<file path="config.mk">
export PLATFORM = sky130hd
export DESIGN_NAME = tap_ctrl
export DESIGN_NICKNAME = d
export VERILOG_FILES = /design/src/rtl/tap_pkg.sv /design/src/rtl/tap_fsm.sv /design/src/rtl/tap_ir.sv /design/src/rtl/tap_dr.sv /design/src/rtl/tap_ctrl.sv
export SDC_FILE = /design/constraint.sdc
export NUM_CORES = 1
export LEC_CHECK = 0
export BUFFER_PORTS_ARGS = -buffer_cell sky130_fd_sc_hd__buf_2
export CAP_MARGIN = 0
export CELL_PAD_IN_SITES_DETAIL_PLACEMENT = 1
export CELL_PAD_IN_SITES_GLOBAL_PLACEMENT = 1
export CORE_MARGIN = 2
export CORE_UTILIZATION = 40
export CTS_BUF_LIST = sky130_fd_sc_hd__clkbuf_4 sky130_fd_sc_hd__clkbuf_8
export DETAILED_ROUTE_END_ITERATION = 16
export PLACE_DENSITY = 0.7
export SYNTH_ARGS = -nofsm -noshare
export SYNTH_HDL_FRONTEND = slang
export SYNTH_SLANG_ARGS = --single-unit
</file>
<file path="constraint.sdc">
create_clock -name tck -period 1.8 [get_ports tck]
set_clock_uncertainty 0.1 [all_clocks]
set_input_delay 0.36 -clock tck [delete_from_list [all_inputs] [get_ports tck]]
set_output_delay 0.36 -clock tck [all_outputs]
set_load 0.02 [all_outputs]
</file>
<file path="src/rtl/tap_pkg.sv">
`timescale 1ns/1ps
package tap_pkg;
  localparam int IR_W = 5;

  typedef enum logic [3:0] {
    ST_RESET    = 4'd0,  ST_IDLE     = 4'd1,  ST_DR_SEL   = 4'd2,  ST_DR_CAP   = 4'd3,
    ST_DR_SHIFT = 4'd4,  ST_DR_EXIT1 = 4'd5,  ST_DR_PAUSE = 4'd6,  ST_DR_EXIT2 = 4'd7,
    ST_DR_UPD   = 4'd8,  ST_IR_SEL   = 4'd9,  ST_IR_CAP   = 4'd10, ST_IR_SHIFT = 4'd11,
    ST_IR_EXIT1 = 4'd12, ST_IR_PAUSE = 4'd13, ST_IR_EXIT2 = 4'd14, ST_IR_UPD   = 4'd15
  } tap_state_e;

  localparam logic [IR_W-1:0] OP_EXTEST = 5'b00000;
  localparam logic [IR_W-1:0] OP_SAMPLE = 5'b00001;
  localparam logic [IR_W-1:0] OP_ISCAN  = 5'b00010;
  localparam logic [IR_W-1:0] OP_CLAMP  = 5'b00100;
  localparam logic [IR_W-1:0] OP_HIGHZ  = 5'b00101;
  localparam logic [IR_W-1:0] OP_MBIST  = 5'b01010;
  localparam logic [IR_W-1:0] OP_IDENT  = 5'b01100;
  localparam logic [IR_W-1:0] OP_BYPASS = 5'b11111;
  localparam logic [IR_W-1:0] IR_CAPTURE_VAL = 5'b00001;

  typedef struct packed {
    logic bsr;
    logic iscan;
    logic mbist;
    logic id;
    logic byp;
    logic drive;
    logic hiz;
  } dec_t;

  function automatic dec_t decode_op(input logic [IR_W-1:0] op);
    dec_t d;
    d = '0;
    case (op)
      OP_EXTEST: begin d.bsr = 1'b1; d.drive = 1'b1; end
      OP_SAMPLE: d.bsr = 1'b1;
      OP_ISCAN:  d.iscan = 1'b1;
      OP_CLAMP:  begin d.byp = 1'b1; d.drive = 1'b1; end
      OP_HIGHZ:  begin d.byp = 1'b1; d.hiz = 1'b1; end
      OP_MBIST:  d.mbist = 1'b1;
      OP_IDENT:  d.id = 1'b1;
      default:   d.byp = 1'b1;
    endcase
    return d;
  endfunction
endpackage

</file>
<file path="src/rtl/tap_fsm.sv">
`timescale 1ns/1ps
module tap_fsm
  import tap_pkg::*;
(
  input  logic       clk,
  input  logic       rst,
  input  logic       tms,
  output tap_state_e state
);
  tap_state_e nxt;

  always_comb begin
    case (state)
      ST_RESET:    nxt = tms ? ST_RESET    : ST_IDLE;
      ST_IDLE:     nxt = tms ? ST_DR_SEL   : ST_IDLE;
      ST_DR_SEL:   nxt = tms ? ST_IR_SEL   : ST_DR_CAP;
      ST_DR_CAP:   nxt = tms ? ST_DR_EXIT1 : ST_DR_SHIFT;
      ST_DR_SHIFT: nxt = tms ? ST_DR_EXIT1 : ST_DR_SHIFT;
      ST_DR_EXIT1: nxt = tms ? ST_DR_UPD   : ST_DR_PAUSE;
      ST_DR_PAUSE: nxt = tms ? ST_DR_EXIT2 : ST_DR_PAUSE;
      ST_DR_EXIT2: nxt = tms ? ST_DR_UPD   : ST_DR_SHIFT;
      ST_DR_UPD:   nxt = tms ? ST_DR_SEL   : ST_IDLE;
      ST_IR_SEL:   nxt = tms ? ST_RESET    : ST_IR_CAP;
      ST_IR_CAP:   nxt = tms ? ST_IR_EXIT1 : ST_IR_SHIFT;
      ST_IR_SHIFT: nxt = tms ? ST_IR_EXIT1 : ST_IR_SHIFT;
      ST_IR_EXIT1: nxt = tms ? ST_IR_UPD   : ST_IR_PAUSE;
      ST_IR_PAUSE: nxt = tms ? ST_IR_EXIT2 : ST_IR_PAUSE;
      ST_IR_EXIT2: nxt = tms ? ST_IR_UPD   : ST_IR_SHIFT;
      default:     nxt = tms ? ST_DR_SEL   : ST_IDLE;
    endcase
  end

  always_ff @(posedge clk) begin
    if (rst) state <= ST_RESET;
    else     state <= nxt;
  end

  // either reset lands in Test-Logic-Reset
  p_reset_lands_r10: assert property (@(posedge clk) rst |=> state == ST_RESET);
  // TMS high keeps the reset state
  p_reset_holds_r1: assert property (@(posedge clk) disable iff (rst)
    (state == ST_RESET && tms) |=> state == ST_RESET);
  // shift states hold while TMS is low
  p_shift_holds_r2: assert property (@(posedge clk) disable iff (rst)
    ((state == ST_DR_SHIFT || state == ST_IR_SHIFT) && !tms) |=> $stable(state));
endmodule

</file>
<file path="src/rtl/tap_ir.sv">
`timescale 1ns/1ps
module tap_ir
  import tap_pkg::*;
(
  input  logic            clk,
  input  logic            rst,
  input  tap_state_e      state,
  input  logic            tdi,
  output logic [IR_W-1:0] instr,
  output logic            ir_so,
  output dec_t            dec
);
  logic [IR_W-1:0] ir_sr;

  always_ff @(posedge clk) begin
    if (rst) begin
      ir_sr <= IR_CAPTURE_VAL;
      instr <= OP_IDENT;
      dec   <= decode_op(OP_IDENT);
    end else begin
      case (state)
        ST_IR_CAP:   ir_sr <= IR_CAPTURE_VAL;
        ST_IR_SHIFT: ir_sr <= {tdi, ir_sr[IR_W-1:1]};
        default:     ir_sr <= ir_sr;
      endcase
      if (state == ST_RESET) begin
        instr <= OP_IDENT;
        dec   <= decode_op(OP_IDENT);
      end else if (state == ST_IR_UPD) begin
        instr <= ir_sr;
        dec   <= decode_op(ir_sr);
      end
    end
  end

  assign ir_so = ir_sr[0];

  // capture pattern appears after Capture-IR
  p_ir_capture_r3: assert property (@(posedge clk) disable iff (rst)
    state == ST_IR_CAP |=> ir_sr == IR_CAPTURE_VAL);
  // active instruction moves only on update or reset state
  p_instr_stable_r3: assert property (@(posedge clk) disable iff (rst)
    (state != ST_IR_UPD && state != ST_RESET) |=> $stable(instr));
  // at most one data register selected, never tri-state with drive
  p_one_select_r4: assert property (@(posedge clk) disable iff (rst)
    $onehot0({dec.bsr, dec.iscan, dec.mbist, dec.id, dec.byp}) && !(dec.hiz && dec.drive));
endmodule

</file>
<file path="src/rtl/tap_dr.sv">
`timescale 1ns/1ps
module tap_dr
  import tap_pkg::*;
#(
  parameter int             ID_W     = 32,
  parameter logic [ID_W-1:0] ID_VALUE = 32'h1B3C_A0F5
)(
  input  logic       clk,
  input  logic       rst,
  input  tap_state_e state,
  input  logic       tdi,
  input  logic       sel_byp,
  input  logic       sel_id,
  output logic       byp_q,
  output logic       id_so
);
  localparam logic [ID_W-1:0] ID_LOAD = {ID_VALUE[ID_W-1:1], 1'b1};
  logic [ID_W-1:0] id_sr;

  always_ff @(posedge clk) begin
    if (rst) begin
      byp_q <= 1'b0;
      id_sr <= ID_LOAD;
    end else begin
      if (sel_byp) begin
        if (state == ST_DR_CAP)        byp_q <= 1'b0;
        else if (state == ST_DR_SHIFT) byp_q <= tdi;
      end
      if (sel_id) begin
        if (state == ST_DR_CAP)        id_sr <= ID_LOAD;
        else if (state == ST_DR_SHIFT) id_sr <= {tdi, id_sr[ID_W-1:1]};
      end
    end
  end

  assign id_so = id_sr[0];

  // bypass bit cleared by capture
  p_bypass_clear_r6: assert property (@(posedge clk) disable iff (rst)
    (state == ST_DR_CAP && sel_byp) |=> !byp_q);
  // bypass bit follows the data input while shifting
  p_bypass_follow_r6: assert property (@(posedge clk) disable iff (rst)
    (state == ST_DR_SHIFT && sel_byp) |=> byp_q == $past(tdi));
  // capture presents identification bit 0 which is always 1
  p_id_lsb_r7: assert property (@(posedge clk) disable iff (rst)
    (state == ST_DR_CAP && sel_id) |=> id_so);
endmodule

</file>
<file path="src/rtl/tap_ctrl.sv">
`timescale 1ns/1ps
module tap_ctrl
  import tap_pkg::*;
#(
  parameter int              ID_W     = 32,
  parameter logic [ID_W-1:0] ID_VALUE = 32'h1B3C_A0F5
)(
  input  logic       tck,
  input  logic       por_rst,
  input  logic       trst_n,
  input  logic       tms,
  input  logic       tdi,
  input  logic       bsr_so,
  input  logic       iscan_so,
  input  logic       mbist_so,
  output logic       tdo,
  output logic       tdo_oe,
  output logic [3:0] tap_state,
  output logic [4:0] instr,
  output logic       dr_capture,
  output logic       dr_shift,
  output logic       dr_update,
  output logic       sel_bsr,
  output logic       sel_iscan,
  output logic       sel_mbist,
  output logic       pin_from_bsr,
  output logic       pin_hiz
);
  logic       rst_i;
  tap_state_e state;
  dec_t       dec;
  logic       ir_so, byp_q, id_so, tdo_d, shifting;

  assign rst_i = por_rst | ~trst_n;

  tap_fsm u_fsm (.clk(tck), .rst(rst_i), .tms(tms), .state(state));

  tap_ir u_ir (.clk(tck), .rst(rst_i), .state(state), .tdi(tdi),
               .instr(instr), .ir_so(ir_so), .dec(dec));

  tap_dr #(.ID_W(ID_W), .ID_VALUE(ID_VALUE)) u_dr (
    .clk(tck), .rst(rst_i), .state(state), .tdi(tdi),
    .sel_byp(dec.byp), .sel_id(dec.id), .byp_q(byp_q), .id_so(id_so));

  assign shifting = (state == ST_DR_SHIFT) || (state == ST_IR_SHIFT);

  always_comb begin
    tdo_d = 1'b0;
    if (state == ST_IR_SHIFT)      tdo_d = ir_so;
    else if (state == ST_DR_SHIFT) begin
      if (dec.bsr)        tdo_d = bsr_so;
      else if (dec.iscan) tdo_d = iscan_so;
      else if (dec.mbist) tdo_d = mbist_so;
      else if (dec.id)    tdo_d = id_so;
      else                tdo_d = byp_q;
    end
  end

  always_ff @(negedge tck) begin
    if (rst_i) begin
      tdo    <= 1'b0;
      tdo_oe <= 1'b0;
    end else begin
      tdo    <= tdo_d;
      tdo_oe <= shifting;
    end
  end

  assign tap_state    = state;
  assign dr_capture   = (state == ST_DR_CAP);
  assign dr_shift     = (state == ST_DR_SHIFT);
  assign dr_update    = (state == ST_DR_UPD);
  assign sel_bsr      = dec.bsr;
  assign sel_iscan    = dec.iscan;
  assign sel_mbist    = dec.mbist;
  assign pin_from_bsr = dec.drive;
  assign pin_hiz      = dec.hiz;

  // enable seen at the rising edge matches the shift states
  p_oe_window_r8: assert property (@(posedge tck) disable iff (rst_i)
    tdo_oe == ((tap_state == 4'd4) || (tap_state == 4'd11)));
  // data output quiet while not enabled
  p_tdo_quiet_r8: assert property (@(posedge tck) disable iff (rst_i)
    !tdo_oe |-> !tdo);
endmodule

</file>
Word level (Yosys, flattened, before mapping)
Index checks and enable logic that the tools add are counted.
Cells by class
  equality and inequality tests: 20
  mux-type cells: 31
  bitwise operators: 2
  reductions and logical operators: 13
Operator list (number)
  2-to-1 mux 32 bit: 2
  case mux 4 bit (11 select lines): 1
  equality test 4 bit (second input constant): 8
  2-to-1 mux 1 bit: 18
  equality test 4 x 3 -> 1 bit (second input constant): 4
  2-to-1 mux 4 bit: 4
  equality test 5 x 3 -> 1 bit (second input constant): 2
  equality test 5 x 4 -> 1 bit (second input constant): 2
  case mux 5 bit (2 select lines): 1
  OR reduction 2 bit: 5
  equality test 4 x 2 -> 1 bit (second input constant): 2
  2-to-1 mux 2 bit: 3
  2-to-1 mux 3 bit: 2
  equality test 5 x 1 -> 1 bit (second input constant): 1
  equality test 5 x 2 -> 1 bit (second input constant): 1
  logical NOT 5 bit: 1
  OR reduction 5 bit: 1
  logical NOT 4 bit: 1
  AND reduction 2 bit: 2
  nonzero test 2 bit: 2
  logical OR 1 bit: 1
  inverter 1 bit: 1
  bitwise OR 1 bit: 1
Word-level totals
  register bits: 56
  bits of input ports: 8
  output and inout port bits: 19
  logic and storage cells: 80

Logic depth before layout (Yosys ltp)
Gate-level depths: netlist (run 1).
  depth in word-level cells: 6
  mapped depth: 7
  gate-level depth less buffers: 6

Modules after synthesis
Synthesis (run 1) repeated with hierarchy kept, for this count alone.
Second synthesis, totals
  cells, all modules: 291
  area, all modules: 2652.5 um^2
Modules (own cells, without submodules)
  tap_dr: times used 1, cells an instance 148, area each 1471.4 um^2, seq. area each 660.6 um^2
  tap_ir: times used 1, cells an instance 86, area each 724.4 um^2, seq. area each 340.3 um^2
  tap_fsm: times used 1, cells an instance 37, area each 291.5 um^2, seq. area each 80.1 um^2
  tap_ctrl: times used 1, cells an instance 20, area each 165.2 um^2, seq. area each 40.0 um^2

==> results of run 1 <==
==> synth_stat cells, drive strengths merged <==
| cell type | number | area (um2) |
|---|---|---|
| buf | 22 | 160 |
| nand2 | 40 | 150 |
| xor2 | 1 | 8.76 |
| a31oi | 4 | 25.0 |
| nor3b | 3 | 27.5 |
| nor4 | 1 | 6.26 |
| nor3 | 37 | 235 |
| dfxtp | 56 | 1120 |
| nand3 | 27 | 140 |
| nor2 | 13 | 51.3 |
| o21ai | 7 | 38.8 |
| nand2b | 6 | 37.5 |
| o2111ai | 1 | 8.76 |
| a41oi | 1 | 8.76 |
| a2bb2oi | 3 | 26.3 |
| and3b | 1 | 8.76 |
| a21o | 1 | 7.51 |
| a221oi | 1 | 8.76 |
| or3b | 1 | 8.76 |
| inv | 3 | 11.3 |
| o221ai | 1 | 8.76 |
| mux2i | 1 | 10.0 |
| nor4b | 2 | 30.0 |
| clkbuf | 7 | 26.3 |
| a2111oi | 1 | 15.0 |
| o311ai | 1 | 8.76 |
| nand4 | 2 | 18.8 |
| and2 | 2 | 12.5 |
| a21oi | 47 | 235 |
| a211oi | 1 | 7.51 |
| nand3b | 2 | 15.0 |
| and4 | 1 | 8.76 |
| a21boi | 1 | 7.51 |
| nor2b | 5 | 31.3 |
| o21a | 1 | 8.76 |
==> layer usage <==
metal / GRT usage [%] / vias up / wire (um)
met5: 0 / - / 0
met4: 5.28 / 0 / 62
li1: - / 1138 / -
met1: 22.5 / 1074 / 2830
met2: 30.3 / 24 / 2930
met3: 3.26 / 5 / 155
==> state kept, by name, indices dropped and copies added (netlist names) <==
signal       count
u_dr.byp_q       1
tdo              1
u_dr.id_sr      32
u_fsm.state      4
tdo_oe           1
u_ir.instr       5
u_ir.dec         7
u_ir.ir_sr       5
==> kinds of logic after synthesis <==
group	count (synthesis)	synth area share [%]
and+or+nand+nor	143	30.8
AOI/OAI and AO/OA	71	16.4
DFF	56	44.2
buffers and inverters	32	7.80
xor gates and xnor gates	1	0.346
muxes	1	0.395
==> repair_timing <==
| action | in CTS | in global routing |
|---|---|---|
| endpoints found under the setup margin | 7 | 7 |
| gates resized for setup | 19 | 11 |
| buffers inserted | 2 | 1 |
| hold buffers | 0 | 0 |
| pin swaps | 2 | 2 |
==> path summary, 6_finish.rpt <==
kind                                        to  slack (ps)  depth (start not counted)
worst min-delay path            u_dr.id_sr[31]         230                          3
worst min register to register  u_dr.id_sr[30]         360                          2
worst max register to register             tdo        -160                          3
worst max-delay path                       tdo        -360                          1
==> final cells by class <==
class                   count  area [um2]
well taps                  77        96.3
multi-input cells         216        1260
repair buffers             58         470
flip-flops and latches     56        1140
clock buffers               7        90.1
clock inverters             3        15.0
fillers                   758        3160
inverters                   2        10.0
==> through the flow <==
| stage | instances | cell area [um2] | hold WS (ps) | util, % |
|---|---|---|---|---|
| 2_1_floorplan | 304 | 2550 | 331 | - |
| 3_3_place_gp | 407 | 2860 | 340 | 45.8 |
| 3_5_place_dp | 407 | 2860 | 347 | 45.8 |
| 4_1_cts | 418 | 3030 | 224 | 48.6 |
| 5_1_grt | 419 | 3080 | 225 | 49.3 |
| 6_report | 419 | 3080 | 230 | 49.3 |
==> power by group through the flow <==
stage	registers, W	logic, W	clock network, W
4_1_cts	0.00124	0.0000962	0.000797
3_5_place_dp	0.00127	0.0000930	0.0000104
5_1_grt	0.00124	0.000106	0.000839
3_3_place_gp	0.00127	0.0000905	0.0000104
6_report	0.00124	0.0000966	0.000762
2_1_floorplan	0.00127	0.0000586	0.0000104
==> flow_metrics.tcl, run 1 <==
set metrics [dict create \
    run_status "finished with violations" \
    violations "negative setup slack" \
    clk_path_buf_depth 2 \
    drv_slew 0 \
    tightestPinTransition_ps 503 \
    first_global_vias 2167 \
    reg2reg_from "u_fsm.state[1]" \
    yosysSeqAreaShare_pct 44.2 \
    finalHoldViolCount 0 \
    routabilityCongestion 0.771 \
    synth_nets 312 \
    dieHeight_um 83.6 \
    cts_htree_levels 2 \
    layout_common_cells "dfxtp_1, a21oi_1, nand2_1" \
    cts_buffers 5 \
    hold_path.startpoint "tdi" \
    required_ps 1340 \
    num_vias 2241 \
    clk_latency_ps 310 \
    die_x_um 83.6 \
    syn_avg_cell_area_um2 8.34 \
    switching_share_pct 23.4 \
    p_leak_nw 1.07 \
    remaining_drc_errors 0 \
    worstPathCellList "buf_6" \
    wirelength_um 5990 \
    io_pins 27 \
    synth_cell_types 46 \
    path_delay_family "flip-flops" \
    crit_type "reg2out" \
    hpwl_um 4050 \
    grt.total_usage_pct 17.6 \
    syn_to_final_growth_pct 21.4 \
    combPwrFrac_pct 4.6 \
    die_area_um2 6990 \
    start_util_pct 40.6 \
    drive_above_1_share_pct 28.7 \
    finalSetupViolCount 4 \
    vias_per_cell 5.35 \
    antenna_cells 0 \
    pwr_density_cell_nw_per_um2 682 \
    slowest_delay_ps 310 \
    cp.buffers_inverters 1 \
    hold_class "in2reg" \
    grt_overflow 0 \
    grt_antenna_before_repair 0 \
    max_cap_violations 0 \
    p_seq_share_pct 59.1 \
    core_area_um2 6240 \
    clkPwrFrac_pct 36.3 \
    total_power_w 0.00210 \
    dp_slack_ps -264 \
    setup_tns_ps -943 \
    synthCells 304 \
    irDropWorstVdd_mv 0.447 \
    arrival_ps 1700 \
    cts_tree "built" \
    power.switching_w 0.000490 \
    power.internal_w 0.00161 \
    critPathMaxFanout 1 \
    rsz0062_at_grt "yes" \
    drt_first_pass_iters 4 \
    grt_pass1_wl_um 10200 \
    synth_seq_cells 56 \
    synth_area_um2 2530 \
    rows 29 \
    slew_headroom_pct 66.5 \
    crit_slowest_cell "dfxtp_2" \
    wl_per_cell_um 14.3 \
    clkSlewWorstSetupHoldPaths_ps 100 \
    ant_nets 0 \
    ys_warn_count 0 \
    io_buffers 26 \
    detail_route.iter0.violations 131 \
    cp-startpoint "tdo" \
    final_common_cell "dfxtp_1" \
    cts_sinks 56 \
    fin_ws_ps -357 \
    cts-root-buf "clkbuf_8" \
    cp-end-kind "output pin" \
    nets 349 \
    worst_setup_path_start_kind "flop" \
    grt_max_degree 47 \
]
Note: power is estimated with default switching activity, not from simulation.
==> run 2: changes to the inputs <==
--- a/config.mk
+++ b/config.mk
@@ -13,7 +13,8 @@
 export CORE_UTILIZATION = 40
 export CTS_BUF_LIST = sky130_fd_sc_hd__clkbuf_4 sky130_fd_sc_hd__clkbuf_8
 export DETAILED_ROUTE_END_ITERATION = 16
-export PLACE_DENSITY = 0.7
+export PLACE_DENSITY = 0.69
 export SYNTH_ARGS = -nofsm -noshare
 export SYNTH_HDL_FRONTEND = slang
+export SYNTH_HIERARCHICAL = 1
 export SYNTH_SLANG_ARGS = --single-unit
==> flow_metrics.tcl, run 2 <==
set metrics [dict create \
    run_status "finished with violations" \
    violations "negative setup slack" \
    fillCellCount 738 \
    p_seq_share_pct 58.8 \
    start_util_pct 41.5 \
    wirelength_um 7040 \
    critPathMaxFanout 2 \
    drive_above_1_share_pct 30.7 \
    vias_per_cell 5.31 \
    crit_type "reg2reg" \
    grt_overflow 0 \
    drv_slew 0 \
    largest_register_ff_count 32 \
    pwr_density_cell_nw_per_um2 595 \
    syn_avg_cell_area_um2 9.12 \
    rrSetupSlack_ps -460 \
    die_x_um 85.4 \
    rows 29 \
    synthCells 291 \
    busiest_layer "met2" \
    finalHoldViolCount 0 \
    rsz0062_at_grt "yes" \
    antenna_cells 0 \
    clk_path_buf_depth 2 \
    synth_adder_area_share_pct 0 \
    setup_tns_ps -8080 \
    grt_pass1_wl_um 11600 \
    hold_slack_ps 240 \
    detail_route.iter0.violations 61 \
    cts_tree "built" \
    met3_usage_pct 2.63 \
    irDropWorstVdd_mv 0.351 \
    clkPwrFrac_pct 34.9 \
    final_cells 429 \
    combPwrFrac_pct 6.3 \
    postLayoutCellArea_um2 3540 \
    clkSlewWorstSetupHoldPaths_ps 90 \
    switching_share_pct 24.3 \
    synth_cell_types 49 \
    synth_ff_type "dfxtp_1" \
    core_area_um2 6390 \
    total_power_w 0.00211 \
    arrival_ps 1530 \
    power.switching_w 0.000512 \
    wl_per_cell_um 16.4 \
    synthSimpleGateAreaFrac_pct 28.3 \
    syn_to_final_growth_pct 33.6 \
    ant_nets 0 \
    place_area_um2 3090 \
    cp-startpoint "u_fsm/state[3]" \
    r2r_cells 3 \
    hpwl_um 4300 \
    grt_util_met2_pct 33.2 \
    synth_common_cells "dfxtp_1, mux2i_1, nor2_1, nand2_1, nor3_1" \
    grt_max_degree 63 \
    yosysMostFrequentCell "dfxtp_1" \
    nets 359 \
    dieHeight_um 85.4 \
    yosysTopAreaCellShare_pct 42.3 \
    cts_htree_levels 2 \
    grt.total_usage_pct 19.7 \
    fin_ws_ps -461 \
    worst_setup_path_start_kind "flop" \
    io_pins 27 \
    top_regs "u_dr/id_sr (32), u_ir/dec (7)" \
    cts_sinks 56 \
    hold_class "in2reg" \
    grt_antenna_before_repair 0 \
    reg2reg_from "u_fsm/state[3]" \
    synth_area_leaders "dfxtp_1, mux2i_1, nand2b_1, nor2_1, nor3_1" \
    finalSetupViolCount 40 \
    tightestPinTransition_ps 543 \
    synth_top_family_by_area "simple AND/OR/NAND/NOR gates" \
    die_area_um2 7300 \
    clk_latency_ps 310 \
    yosys.area.top_type "dfxtp_1" \
    synth_area_um2 2650 \
    layout_common_cells "dfxtp_1, mux2i_1, nor2_1" \
    p_leak_nw 1.30 \
    synth_seq_cells 56 \
    synth_nets 299 \
    routabilityCongestion 0.775 \
    synthMuxAreaShare_pct 13.0 \
    crit_path_end "tdo" \
    synth-edff-count 0 \
    required_ps 1070 \
    met1_usage_pct 26.4 \
    top_register "u_dr/id_sr" \
    timing.rr.end "tdo" \
    cts-root-buf "clkbuf_8" \
    ys_async_sr_fraction_pct 0 \
    synth_xor_area_share_pct 0.330 \
    io_buffers 26 \
    max_cap_violations 0 \
    synth-compound-area-share_pct 10.1 \
    slew_headroom_pct 63.8 \
    drt_first_pass_iters 4 \
    ys_warn_count 6 \
    yosysSeqAreaShare_pct 42.3 \
    num_vias 2279 \
    cts_buffers 5 \
    power.internal_w 0.00160 \
    cp-end-kind "flop" \
    final_common_cell "dfxtp_1" \
    dp.cells 408 \
    first_global_vias 2327 \
    remaining_drc_errors 0 \
]
==> run 2: kinds of logic after synthesis <==
logic type	count (synthesis)
flip-flops	56
multiplexers	34
XOR/XNOR	1
AND/OR/NAND/NOR	133
AO/OA/AOI/OAI	37
buffers and inverters	30
==> run 2: worst max-delay path, cell delays in order (launching register included) <==
cell	delay, ps
dfxtp_4	350
or4b_4	540
a211o_1	250
o32ai_2	90
==> run 2: routing by layer <==
layer | vias up | share of wire (%)
met5 | - | 0
met4 | 0 | 1.2
met3 | 5 | 2.1
met2 | 27 | 49
met1 | 1105 | 48
li1 | 1142 | -
==> run 2: layout make-up <==
type	count	area [um2]	area share, %
well taps	77	96.3	2.72
inverters	8	30.0	0.847
flip-flops and latches	56	1140	32.1
clock buffers	6	76.3	2.15
clock inverters	4	23.8	0.671
repair buffers	73	699	19.7
multi-input cells	205	1480	41.8
==> run 2: worst min-delay path by stage <==
stage / start / end / slack [ps] / cells after the start
2_1_floorplan: u_dr/byp_q / u_dr/byp_q / 350 / 2
3_5_place_dp: u_ir/dec[1] / u_ir/dec[1] / 340 / 2
4_1_cts: tdi / u_ir/ir_sr[4] / 230 / 3
5_1_grt: tdi / u_ir/ir_sr[4] / 230 / 3
3_3_place_gp: u_ir/instr[4] / u_ir/instr[4] / 340 / 2
6_report: tdi / u_ir/ir_sr[4] / 240 / 3
==> run 2: repair_timing <==
item / 4_1_cts / 5_1_grt
endpoints found under the setup margin: 40 / 44
resized for setup: 48 / 8
buffers inserted: 6 / 3
gates cloned: 3 / 1
pin swaps: 3 / 5
hold buffers: 0 / 0
==> run 2: per-stage QoR <==
step	util, %	worst slack [ps]
final	55.5	-461
after global routing	55.5	-493
after CTS	54.9	-468
after detailed placement	48.4	-496
after global placement	48.4	-460
after floorplan	-	-535
==> run 2: power by group through the flow <==
stage	clock network [W]	logic [W]	registers, W
3_3_place_gp	0.0000104	0.000110	0.00127
6_report	0.000737	0.000133	0.00124
4_1_cts	0.000759	0.000129	0.00124
5_1_grt	0.000820	0.000145	0.00124
2_1_floorplan	0.0000104	0.0000654	0.00128
3_5_place_dp	0.0000104	0.000111	0.00127
==> run 3: changes to the inputs <==
==> constraint.sdc (replaced) <==
create_clock -name tck -period 2.5 [get_ports tck]
set_clock_uncertainty 0.1 [all_clocks]
set_input_delay 0.5 -clock tck [delete_from_list [all_inputs] [get_ports tck]]
set_output_delay 0.5 -clock tck [all_outputs]
set_load 0.02 [all_outputs]
==> flow_metrics.tcl, run 3 (synthesized netlist as in run 2, its figures left out) <==
set metrics [dict create \
    dp_slack_ps -154 \
    timing.rr.end "tdo" \
    fillCellCount 757 \
    ant_nets 0 \
    grt_overflow 0 \
    run_status "finished with violations" \
    postLayoutCellArea_um2 3110 \
    cp-end-kind "output pin" \
    r2r_cells 3 \
    rrSetupSlack_ps -120 \
    num_vias 2158 \
    path_delay_family "flip-flops" \
    top_regs "u_dr/id_sr (32), u_ir/dec (7)" \
    hold_buffers 0 \
    hold_path.startpoint "u_ir/instr[4]" \
    violations "negative setup slack" \
    arrival_ps 2060 \
    grt_max_degree 40 \
    worstPathCellList "buf_6" \
    top_register "u_dr/id_sr" \
    hold_end "u_ir/instr[4]" \
    cts-root-buf "clkbuf_8" \
    wl_per_cell_um 14.6 \
    cts_buffers 5 \
    fin_ws_ps -163 \
    slowest_delay_ps 340 \
    remaining_drc_errors 0 \
    reg2reg_from "u_fsm/state[3]" \
    p_leak_nw 1.12 \
    final_common_cell "dfxtp_1" \
    syn_to_final_growth_pct 17.4 \
    hpwl_um 4050 \
    die_area_um2 7300 \
    worst_setup_path_start_kind "flop" \
    grt_pass1_wl_um 9870 \
    nets 333 \
    critPathMaxFanout 1 \
    required_ps 1900 \
    drt_first_pass_iters 5 \
    start_util_pct 41.5 \
    finalHoldViolCount 0 \
    crit_slowest_cell "dfxtp_2" \
    vias_per_cell 5.35 \
    clk_latency_ps 310 \
    cts_tree "built" \
    grt_antenna_before_repair 0 \
    layout_common_cells "dfxtp_1, mux2i_1, nor2_1" \
    place_area_um2 2970 \
    rows 29 \
    core_area_um2 6390 \
    wirelength_um 5880 \
    clkSlewWorstSetupHoldPaths_ps 100 \
    rsz0062_at_grt "yes" \
    cts_htree_levels 2 \
    die_x_um 85.4 \
    total_power_w 0.00161 \
    cts_sinks 56 \
    detail_route.iter0.violations 62 \
    crit_type "reg2out" \
    dp.cells 394 \
    pwr_density_cell_nw_per_um2 517 \
    cp.buffers_inverters 1 \
    dieHeight_um 85.4 \
    clk_path_buf_depth 2 \
    grt.total_usage_pct 16.6 \
    io_buffers 26 \
    max_cap_violations 0 \
    finalSetupViolCount 3 \
    drv_slew 0 \
    routabilityCongestion 0.750 \
    first_global_vias 2145 \
    slew_headroom_pct 71.0 \
    largest_register_ff_count 32 \
    antenna_cells 0 \
    final_cells 403 \
    tightestPinTransition_ps 434 \
    cp.depth 1 \
    whs_path_depth 2 \
    drive_above_1_share_pct 23.3 \
    hold_class "reg2reg" \
    io_pins 27 \
    irDropWorstVdd_mv 0.275 \
]
run 3: cell count changes in the layout (fill, tap and decap cells not counted), sizes merged:
cell and change:
buf -25, bufbuf -1, bufinv +1, clkinvlp -1
run 3: worst max path at each step:
| stage | to | from | slack (ps) |
|---|---|---|---|
| final | tdo_oe | tdo_oe | -160 |
| after CTS | tdo | tdo | -170 |
| after floorplan | tdo | u_fsm/state[0] | -180 |
| after global placement | tdo | por_rst | -130 |
| after global routing | tdo | tdo | -190 |
| after detailed placement | tdo | por_rst | -150 |
run 3: tightest hold or removal path, stage by stage (launching register included):
cell and delay, ps:
dfxtp_1 320, nand2_1 50, a21oi_1 50
run 3: where the power goes:
part | leakage (nW) | switching, W | internal [W]
combinational | 0.593 | 0.0000468 | 0.0000321
sequential | 0.456 | 0.000000967 | 0.000891
clock | 0.0720 | 0.000305 | 0.000332
run 3: layer usage:
metal | track usage, % | share of wire (%) | up-vias
met1 | 20.2 | 46 | 1041
met4 | 4.91 | 1.6 | 0
met5 | 0 | 0 | -
met3 | 2.92 | 2.7 | 9
met2 | 29.7 | 49 | 26
li1 | - | - | 1082
run 3: repair_timing:
item | 4_1_cts | 5_1_grt
buffers inserted | 0 | 0
gates cloned | 0 | 0
setup endpoints to repair | 4 | 4
pin swaps | 0 | 0
gates resized for setup | 8 | 0
run 3: cell type report:
cell class / instances / area (um2) / share of cell area, %
multi-input cells: 205 / 1410 / 45.1
clock buffers: 6 / 82.6 / 2.65
clock inverters: 4 / 46.3 / 1.49
well taps: 77 / 96.3 / 3.09
repair buffers: 47 / 317 / 10.2
flip-flops and latches: 56 / 1140 / 36.5
inverters: 8 / 30.0 / 0.965
run 3: metrics by stage:
step	hold WS (ps)	TNS, ps	util (%)
CTS	368	-459	48.7
global placement	340	-147	46.4
finish	364	-439	48.7
floorplan	348	-185	-
detailed placement	354	-188	46.4
global route	393	-541	48.7
